$ cat config.mk
export PLATFORM = sky130hd
export DESIGN_NAME = drum_rd_ctrl
export DESIGN_NICKNAME = d
export VERILOG_FILES = /design/src/rtl/drum_rd_pkg.sv /design/src/rtl/dbuf_mem.sv /design/src/rtl/drum_fill.sv /design/src/rtl/host_drain.sv /design/src/rtl/irq_ctrl.sv /design/src/rtl/drum_rd_ctrl.sv
export SDC_FILE = /design/constraint.sdc
export NUM_CORES = 2
export LEC_CHECK = 0
export ABC_AREA = 1
export CORE_ASPECT_RATIO = 1.2
export CORE_MARGIN = 2
export CORE_UTILIZATION = 40
export CTS_CLUSTER_DIAMETER = 50
export DETAILED_ROUTE_END_ITERATION = 16
export PLACE_DENSITY = 0.68
export SLEW_MARGIN = 10
export SYNTH_ARGS = -nofsm -noshare
export SYNTH_HDL_FRONTEND = slang
export SYNTH_HIERARCHICAL = 1
export SYNTH_SLANG_ARGS = --single-unit
$ cat constraint.sdc
create_clock -name clk -period 3.66 [get_ports clk]
set_input_delay 0.732 -clock clk [delete_from_list [all_inputs] [get_ports clk]]
set_output_delay 0.732 -clock clk [all_outputs]
set_load 0.03 [all_outputs]
$ cat src/rtl/drum_rd_pkg.sv
package drum_rd_pkg;
  localparam logic [2:0] ST_PARITY   = 3'b010;
  localparam logic [2:0] ST_DONE     = 3'b001;
  localparam logic [2:0] ST_DONE_ERR = 3'b101;

  typedef enum logic [1:0] {H_IDLE, H_LOAD, H_WAIT} host_st_t;
endpackage

$ cat src/rtl/dbuf_mem.sv
module dbuf_mem #(
  parameter int W  = 30,
  parameter int AW = 6
) (
  input  logic          clk,
  input  logic          we,
  input  logic [AW-1:0] waddr,
  input  logic [W-1:0]  wdata,
  input  logic [AW-1:0] raddr,
  output logic [W-1:0]  q
);
  localparam int DEPTH = 1 << AW;

  logic [W-1:0] mem [DEPTH];

  always_ff @(posedge clk) begin
    if (we) mem[waddr] <= wdata;
    q <= mem[raddr];
  end
endmodule

$ cat src/rtl/drum_fill.sv
module drum_fill #(
  parameter int WORD_W = 30,
  parameter int DEPTH  = 32,
  parameter int CNT_W  = 16,
  parameter int OVR_W  = 8,
  localparam int IDXW  = $clog2(DEPTH)
) (
  input  logic              clk,
  input  logic              rst,
  input  logic              start_acc,
  input  logic [CNT_W-1:0]  word_count,
  input  logic              drum_valid,
  input  logic [WORD_W-1:0] drum_data,
  input  logic              drum_par,
  input  logic              rev_index,
  input  logic [1:0]        full,
  output logic              drum_go,
  output logic              we,
  output logic [IDXW:0]     waddr,
  output logic [WORD_W-1:0] wdata,
  output logic              fill_evt,
  output logic              fill_buf,
  output logic [IDXW:0]     fill_len,
  output logic              fill_last,
  output logic              par_err,
  output logic              ovr_evt,
  output logic [OVR_W-1:0]  ovr_cnt
);
  logic             wbuf, stalled;
  logic [IDXW-1:0]  widx;
  logic [CNT_W-1:0] rem;
  logic             acc, last_w, end_buf;

  assign acc       = drum_valid && drum_go;
  assign last_w    = (rem == CNT_W'(1));
  assign end_buf   = (widx == IDXW'(DEPTH - 1));
  assign we        = acc;
  assign waddr     = {wbuf, widx};
  assign wdata     = drum_data;
  assign par_err   = acc && ~^{drum_data, drum_par};
  assign fill_evt  = acc && (last_w || end_buf);
  assign fill_buf  = wbuf;
  assign fill_len  = {1'b0, widx} + 1'b1;
  assign fill_last = last_w;
  assign ovr_evt   = acc && end_buf && !last_w && full[~wbuf];

  always_ff @(posedge clk) begin
    if (rst) begin
      drum_go <= 1'b0;
      stalled <= 1'b0;
      wbuf    <= 1'b0;
      widx    <= '0;
      rem     <= '0;
      ovr_cnt <= '0;
    end else if (start_acc) begin
      drum_go <= 1'b1;
      stalled <= 1'b0;
      wbuf    <= 1'b0;
      widx    <= '0;
      rem     <= word_count;
      ovr_cnt <= '0;
    end else if (acc) begin
      rem <= rem - 1'b1;
      if (last_w) begin
        drum_go <= 1'b0;
        widx    <= '0;
      end else if (end_buf) begin
        widx <= '0;
        wbuf <= ~wbuf;
        if (full[~wbuf]) begin
          drum_go <= 1'b0;
          stalled <= 1'b1;
          if (ovr_cnt != {OVR_W{1'b1}}) ovr_cnt <= ovr_cnt + 1'b1;
        end
      end else begin
        widx <= widx + 1'b1;
      end
    end else if (stalled && rev_index && !full[wbuf]) begin
      drum_go <= 1'b1;
      stalled <= 1'b0;
    end
  end


  ovr_stop_chk: assert property (@(posedge clk) disable iff (rst)
    ovr_evt |=> (!drum_go && ovr_cnt != '0));


  ovr_mono_chk: assert property (@(posedge clk) disable iff (rst)
    !start_acc |=> (ovr_cnt >= $past(ovr_cnt)));
endmodule

$ cat src/rtl/host_drain.sv
module host_drain
  import drum_rd_pkg::*;
#(
  parameter int WORD_W = 30,
  parameter int DEPTH  = 32,
  localparam int IDXW  = $clog2(DEPTH)
) (
  input  logic                 clk,
  input  logic                 rst,
  input  logic                 start_acc,
  input  logic [1:0]           full,
  input  logic [1:0][IDXW:0]   buf_len,
  input  logic [1:0]           buf_last,
  input  logic [WORD_W-1:0]    mem_q,
  input  logic                 host_ack,
  output logic [IDXW:0]        raddr,
  output logic                 host_req,
  output logic [WORD_W-1:0]    host_data,
  output logic                 drain_evt,
  output logic                 drain_buf,
  output logic                 op_done
);
  host_st_t        st;
  logic            rbuf;
  logic [IDXW-1:0] ridx;
  logic            at_end;

  assign raddr     = {rbuf, ridx};
  assign at_end    = (({1'b0, ridx} + 1'b1) == buf_len[rbuf]);
  assign drain_evt = (st == H_WAIT) && host_ack && at_end;
  assign drain_buf = rbuf;
  assign op_done   = drain_evt && buf_last[rbuf];

  always_ff @(posedge clk) begin
    if (rst || start_acc) begin
      st       <= H_IDLE;
      rbuf     <= 1'b0;
      ridx     <= '0;
      host_req <= 1'b0;
      if (rst) host_data <= '0;
    end else begin
      unique case (st)
        H_IDLE: if (full[rbuf]) st <= H_LOAD;
        H_LOAD: begin
          host_data <= mem_q;
          host_req  <= 1'b1;
          st        <= H_WAIT;
        end
        H_WAIT: if (host_ack) begin
          host_req <= 1'b0;
          st       <= H_IDLE;
          if (at_end) begin
            ridx <= '0;
            rbuf <= ~rbuf;
          end else begin
            ridx <= ridx + 1'b1;
          end
        end
        default: st <= H_IDLE;
      endcase
    end
  end


  req_hold_chk: assert property (@(posedge clk) disable iff (rst)
    (host_req && !host_ack) |=> (host_req && $stable(host_data)));


  req_drop_chk: assert property (@(posedge clk) disable iff (rst)
    (host_req && host_ack) |=> !host_req);
endmodule

$ cat src/rtl/irq_ctrl.sv
module irq_ctrl
  import drum_rd_pkg::*;
(
  input  logic       clk,
  input  logic       rst,
  input  logic       start_acc,
  input  logic       par_err,
  input  logic       ovr_evt,
  input  logic       op_done,
  input  logic       irq_ack,
  output logic       irq,
  output logic [2:0] irq_status,
  output logic       fn_ready
);
  logic par_pend, done_pend, err_seen;
  logic par_p, done_p;

  assign par_p  = par_pend | par_err;
  assign done_p = done_pend | op_done;

  always_ff @(posedge clk) begin
    if (rst) begin
      irq        <= 1'b0;
      irq_status <= '0;
      fn_ready   <= 1'b1;
      par_pend   <= 1'b0;
      done_pend  <= 1'b0;
      err_seen   <= 1'b0;
    end else if (start_acc) begin
      fn_ready  <= 1'b0;
      par_pend  <= 1'b0;
      done_pend <= 1'b0;
      err_seen  <= 1'b0;
    end else begin
      if (par_err || ovr_evt) err_seen <= 1'b1;
      if (irq) begin
        par_pend  <= par_p;
        done_pend <= done_p;
        if (irq_ack) begin
          irq <= 1'b0;
          if (irq_status[0]) fn_ready <= 1'b1;
        end
      end else if (par_p) begin
        irq        <= 1'b1;
        irq_status <= ST_PARITY;
        par_pend   <= 1'b0;
        done_pend  <= done_p;
      end else if (done_p) begin
        irq        <= 1'b1;
        irq_status <= err_seen ? ST_DONE_ERR : ST_DONE;
        done_pend  <= 1'b0;
      end
    end
  end


  par_irq_chk: assert property (@(posedge clk) disable iff (rst)
    (par_err && !irq) |=> (irq && irq_status == ST_PARITY));


  ack_clear_chk: assert property (@(posedge clk) disable iff (rst)
    (irq && irq_ack) |=> !irq);


  ready_rise_chk: assert property (@(posedge clk) disable iff (rst)
    $rose(fn_ready) |-> $past(irq_ack));
endmodule

$ cat src/rtl/drum_rd_ctrl.sv
module drum_rd_ctrl #(
  parameter int WORD_W = 30,
  parameter int DEPTH  = 32,
  parameter int CNT_W  = 16,
  parameter int OVR_W  = 8,
  localparam int IDXW  = $clog2(DEPTH)
) (
  input  logic              clk,
  input  logic              rst,
  input  logic              start,
  input  logic [CNT_W-1:0]  word_count,
  input  logic              drum_valid,
  input  logic [WORD_W-1:0] drum_data,
  input  logic              drum_par,
  input  logic              rev_index,
  output logic              drum_go,
  output logic              host_req,
  output logic [WORD_W-1:0] host_data,
  input  logic              host_ack,
  output logic              irq,
  output logic [2:0]        irq_status,
  input  logic              irq_ack,
  output logic              fn_ready,
  output logic [OVR_W-1:0]  ovr_count
);
  logic                start_acc;
  logic [1:0]          full, buf_last;
  logic [1:0][IDXW:0]  buf_len;
  logic                we, fill_evt, fill_buf, fill_last, par_err, ovr_evt;
  logic [IDXW:0]       waddr, raddr, fill_len;
  logic [WORD_W-1:0]   wdata, mem_q;
  logic                drain_evt, drain_buf, op_done;

  assign start_acc = start && fn_ready && !irq && (word_count != '0);

  for (genvar b = 0; b < 2; b++) begin : g_buf
    logic          f_q, l_q;
    logic [IDXW:0] n_q;
    always_ff @(posedge clk) begin
      if (rst || start_acc) begin
        f_q <= 1'b0;
        l_q <= 1'b0;
        n_q <= '0;
      end else if (fill_evt && fill_buf == 1'(b)) begin
        f_q <= 1'b1;
        l_q <= fill_last;
        n_q <= fill_len;
      end else if (drain_evt && drain_buf == 1'(b)) begin
        f_q <= 1'b0;
      end
    end
    assign full[b]     = f_q;
    assign buf_last[b] = l_q;
    assign buf_len[b]  = n_q;
  end

  drum_fill #(.WORD_W(WORD_W), .DEPTH(DEPTH), .CNT_W(CNT_W), .OVR_W(OVR_W)) u_fill (
    .clk(clk), .rst(rst), .start_acc(start_acc), .word_count(word_count),
    .drum_valid(drum_valid), .drum_data(drum_data), .drum_par(drum_par),
    .rev_index(rev_index), .full(full), .drum_go(drum_go), .we(we),
    .waddr(waddr), .wdata(wdata), .fill_evt(fill_evt), .fill_buf(fill_buf),
    .fill_len(fill_len), .fill_last(fill_last), .par_err(par_err),
    .ovr_evt(ovr_evt), .ovr_cnt(ovr_count)
  );

  dbuf_mem #(.W(WORD_W), .AW(IDXW + 1)) u_mem (
    .clk(clk), .we(we), .waddr(waddr), .wdata(wdata), .raddr(raddr), .q(mem_q)
  );

  host_drain #(.WORD_W(WORD_W), .DEPTH(DEPTH)) u_drain (
    .clk(clk), .rst(rst), .start_acc(start_acc), .full(full),
    .buf_len(buf_len), .buf_last(buf_last), .mem_q(mem_q),
    .host_ack(host_ack), .raddr(raddr), .host_req(host_req),
    .host_data(host_data), .drain_evt(drain_evt), .drain_buf(drain_buf),
    .op_done(op_done)
  );

  irq_ctrl u_irq (
    .clk(clk), .rst(rst), .start_acc(start_acc), .par_err(par_err),
    .ovr_evt(ovr_evt), .op_done(op_done), .irq_ack(irq_ack), .irq(irq),
    .irq_status(irq_status), .fn_ready(fn_ready)
  );


  last_stop_chk: assert property (@(posedge clk) disable iff (rst)
    (fill_evt && fill_last) |=> !drum_go);


  busy_go_chk: assert property (@(posedge clk) disable iff (rst)
    drum_go |-> !fn_ready);
endmodule

==> results.py <==
metrics = {
    "status": {
        "outcome": "completed",
    },
    "layout": {
        "register_area_sq_um": 60500,
        "fillers": 18600,
        "fin_area_sq_um": 94900,
        "nets": 7526,
        "layout_commonest_cell": "nand2_1",
        "syn2layout_area_growth_pct": 13.1,
        "layout_common_cells": "2750 x nand2_1, 1950 x edfxtp_1, 1659 x nand3_1",
        "fin_cells": 10400,
        "layout-drive-gt1-share_pct": 8.36,
        "multiInputGateArea_sq_um": 20900,
    },
    "setup_path": {
        "arrival_ns": 2.29,
        "slowest_stage": "clkdlybuf4s50_1",
        "crit_path_end_kind": "output port",
        "crit_chain": "clkdlybuf4s50_1",
        "cp_max_fo": 1,
        "critPathLaunchType": "flop",
        "max_stage_delay_ns": 0.77,
        "path_buf_inv": 1,
        "crit_type": "flop to output port",
        "cpLargestDelayFamily": "buffers and inverters",
        "required_ns": 2.93,
    },
    "clock_tree": {
        "cts_buffer_depth": 3,
        "postCtsSetupRepairBufs": 0,
        "h-tree-depth": 4,
        "cts.clk_slew.worst_paths_ns": 0.06,
        "cts_resized": 0,
        "cts.sinks": 2045,
        "cts_tree": "built",
        "cts-buffers-inserted": 194,
        "cts-root-buf": "clkbuf_16",
        "worst_skew_pair.late_latency_ns": 0.86,
        "cts_hold_buf": 0,
    },
    "routing": {
        "drt_iter0_markers": 7403,
        "antenna_left": 0,
        "num_vias": 56500,
        "via_per_inst": 5.43,
        "wl_um": 235000,
        "first_pass_iters": 9,
        "drc": 0,
        "post_drt_wl_per_cell_um": 22.5,
    },
    "timing": {
        "max_slew_margin_pct": 30.6,
        "rsz0062_at_grt": "false",
        "layout_min_cycle_time_ns": 3.02,
        "timing.final.crit_share_pct": 82.6,
        "tns_ns": 0,
        "finClkSkew_ns": 0.0818,
        "slew_viol_final": 0,
        "setup-violations-final": 0,
        "hold_violations": 0,
        "fmax_mhz": 331,
        "worstMarginPinSlew_ns": 1.04,
    },
    "floorplanning": {
        "die-width_um": 422,
        "pin_count": 99,
        "die_h_um": 506,
        "core_area_sq_um": 209000,
        "floorplan.initialDensity_pct": 40.1,
        "dieArea_sq_um": 214000,
        "placement_rows": 184,
    },
    "hold_path": {
        "hp-class": "input pin to flop",
    },
    "synth": {
        "ys_seq_area_share_pct": 72.0,
        "synth_area_sq_um": 83900,
        "synth-simple-area-share_pct": 23.4,
        "synth_nets": 7476,
        "synthAdderAreaFrac_pct": 0.0895,
        "synth_xor_area_share_pct": 0.219,
        "syn_area_per_cell_sq_um": 11.3,
        "synth-compound-area-share_pct": 0.575,
        "netlist_instances": 7416,
        "synth_area_leader_cell": "edfxtp_1",
        "synth.distinct_cells": 44,
        "synth-seq-cells": 2045,
        "async_reset_ff_share_pct": 0,
        "yosys_warnings": 6,
        "muxShareOfSynthArea_pct": 0,
        "synth_flop_cell": "edfxtp_1",
        "synth_top_cells_by_area": "edfxtp_1 70%, nand2_1 12%, nand3_1 9.9%",
        "synth_top_family_by_area": "simple AND/OR/NAND/NOR gates",
        "synth_top_area_share_pct": 69.8,
        "synth_edf_count": 1950,
    },
    "power": {
        "ir_worst_vdd_uv": 443,
        "power_density_nw_per_um2": 492,
        "p_leak_nw": 33.8,
    },
    "grt": {
        "grt_pass1_vias": 54200,
        "grt_max_degree": 131,
        "grt_usage_pct": 21.5,
        "grt_pass1_wl_um": 346000,
        "grt_overflow": 0,
        "antenna_found_initial": 12,
    },
    "placement": {
        "port_buffers": 98,
        "place.gp.congestion": 0.919,
        "dp.cells": 10100,
        "post_dp_cell_area_sq_um": 88800,
        "dpl.hpwl_um": 137000,
    },
    "job": {
        "cap_viol_max_count": 0,
    },
}
[metal layers]
layer  track usage, %  part of all wire (%)
met1             27.4                    37
met2             34.6                    47
met3             3.94                   9.5
met4             12.3                   6.3
met5                0                 0.012
[Yosys cell counts (4+ instances only)]
master,n
buf_6,19
nand2_1,2750
buf_4,71
o21ai_1,6
inv_1,155
a21oi_2,4
nor2_2,11
buf_1,29
xnor2_1,7
nand2_2,5
ha_1,6
dfxtp_1,95
a31oi_1,12
nand3_1,1659
buf_2,252
a21oi_1,19
nor2_4,4
o21ai_0,27
clkbuf_1,94
xor2_1,14
nor3_1,12
a211oi_1,4
nor2_1,178
edfxtp_1,1950
[area by class of cell]
cell class | instances | share of cell area, %
clock inverters | 106 | 1.11
repair buffers | 320 | 3.46
well taps | 2790 | 3.68
clock buffers | 252 | 5.40
diodes | 1 | 0.00264
multi-input cells | 4743 | 22.0
inverters | 162 | 0.676
flip-flops and latches | 2045 | 63.7
[path summary, 6_finish.rpt]
| check | from | to | slack [ns] | cells after the start |
|---|---|---|---|---|
| max reg2reg | u_drain/ridx[0]$_SDFFE_PP0P_ | u_mem/q[26]$_DFF_P_ | 0.75 | 11 |
| min reg2reg | u_drain/st[0]$_SDFFE_PP0P_ | u_drain/st[0]$_SDFFE_PP0P_ | 0.45 | 1 |
| max | u_drain/host_data[3]$_SDFFCE_PP0P_ | host_data[3] | 0.64 | 1 |
| min | drum_data[4] | u_mem/mem[52][4]$_DFFE_PP_ | 0.18 | 1 |
[logic make-up after synthesis]
kind of cell,Yosys count
adder cells (fa/ha/maj),6
AO/OA/AOI/OAI,82
flip-flops,2045
buffers and inverters,628
AND/OR/NAND/NOR,4634
XOR/XNOR,21
[registers in the layout, indices dropped and copies added, names as in the netlist]
name and count:
u_mem/mem 1920, u_drain/ridx 5, g_buf.n_q 12, g_buf.f_q 2, u_drain/drain_buf 1, u_irq/fn_ready 1, u_irq/irq_status 3, u_fill/drum_go 1
u_drain/st 2, u_drain/host_data 30, u_irq/irq 1, g_buf.l_q 2, u_fill/fill_buf 1, u_mem/q 30, u_fill/widx 5, u_irq/err_seen 1
u_irq/done_pend 1, u_fill/rem 16, u_irq/par_pend 1, u_fill/ovr_cnt 8, u_drain/host_req 1, u_fill/stalled 1
[metrics by stage]
step | hold WS [ns] | utilization (%) | setup slack (ns) | power (W)
2_1_floorplan | 0.406 | - | 0.179 | 0.0269
3_3_place_gp | 0.416 | 42.5 | 0.582 | 0.0276
3_5_place_dp | 0.434 | 42.5 | 0.530 | 0.0276
4_1_cts | 0.120 | 45.4 | 0.642 | 0.0469
5_1_grt | 0.168 | 45.4 | 0.630 | 0.0479
6_report | 0.184 | 45.4 | 0.637 | 0.0467
[where the power goes]
group / internal (W) / switching (W) / total [W]
Sequential: 0.0257 / 0.000117 / 0.0258
Combinational: 0.000301 / 0.00102 / 0.00133
Clock: 0.0107 / 0.00881 / 0.0196
Total: 0.0368 / 0.00995 / 0.0467
Note: power is estimated with default switching activity, not from simulation.
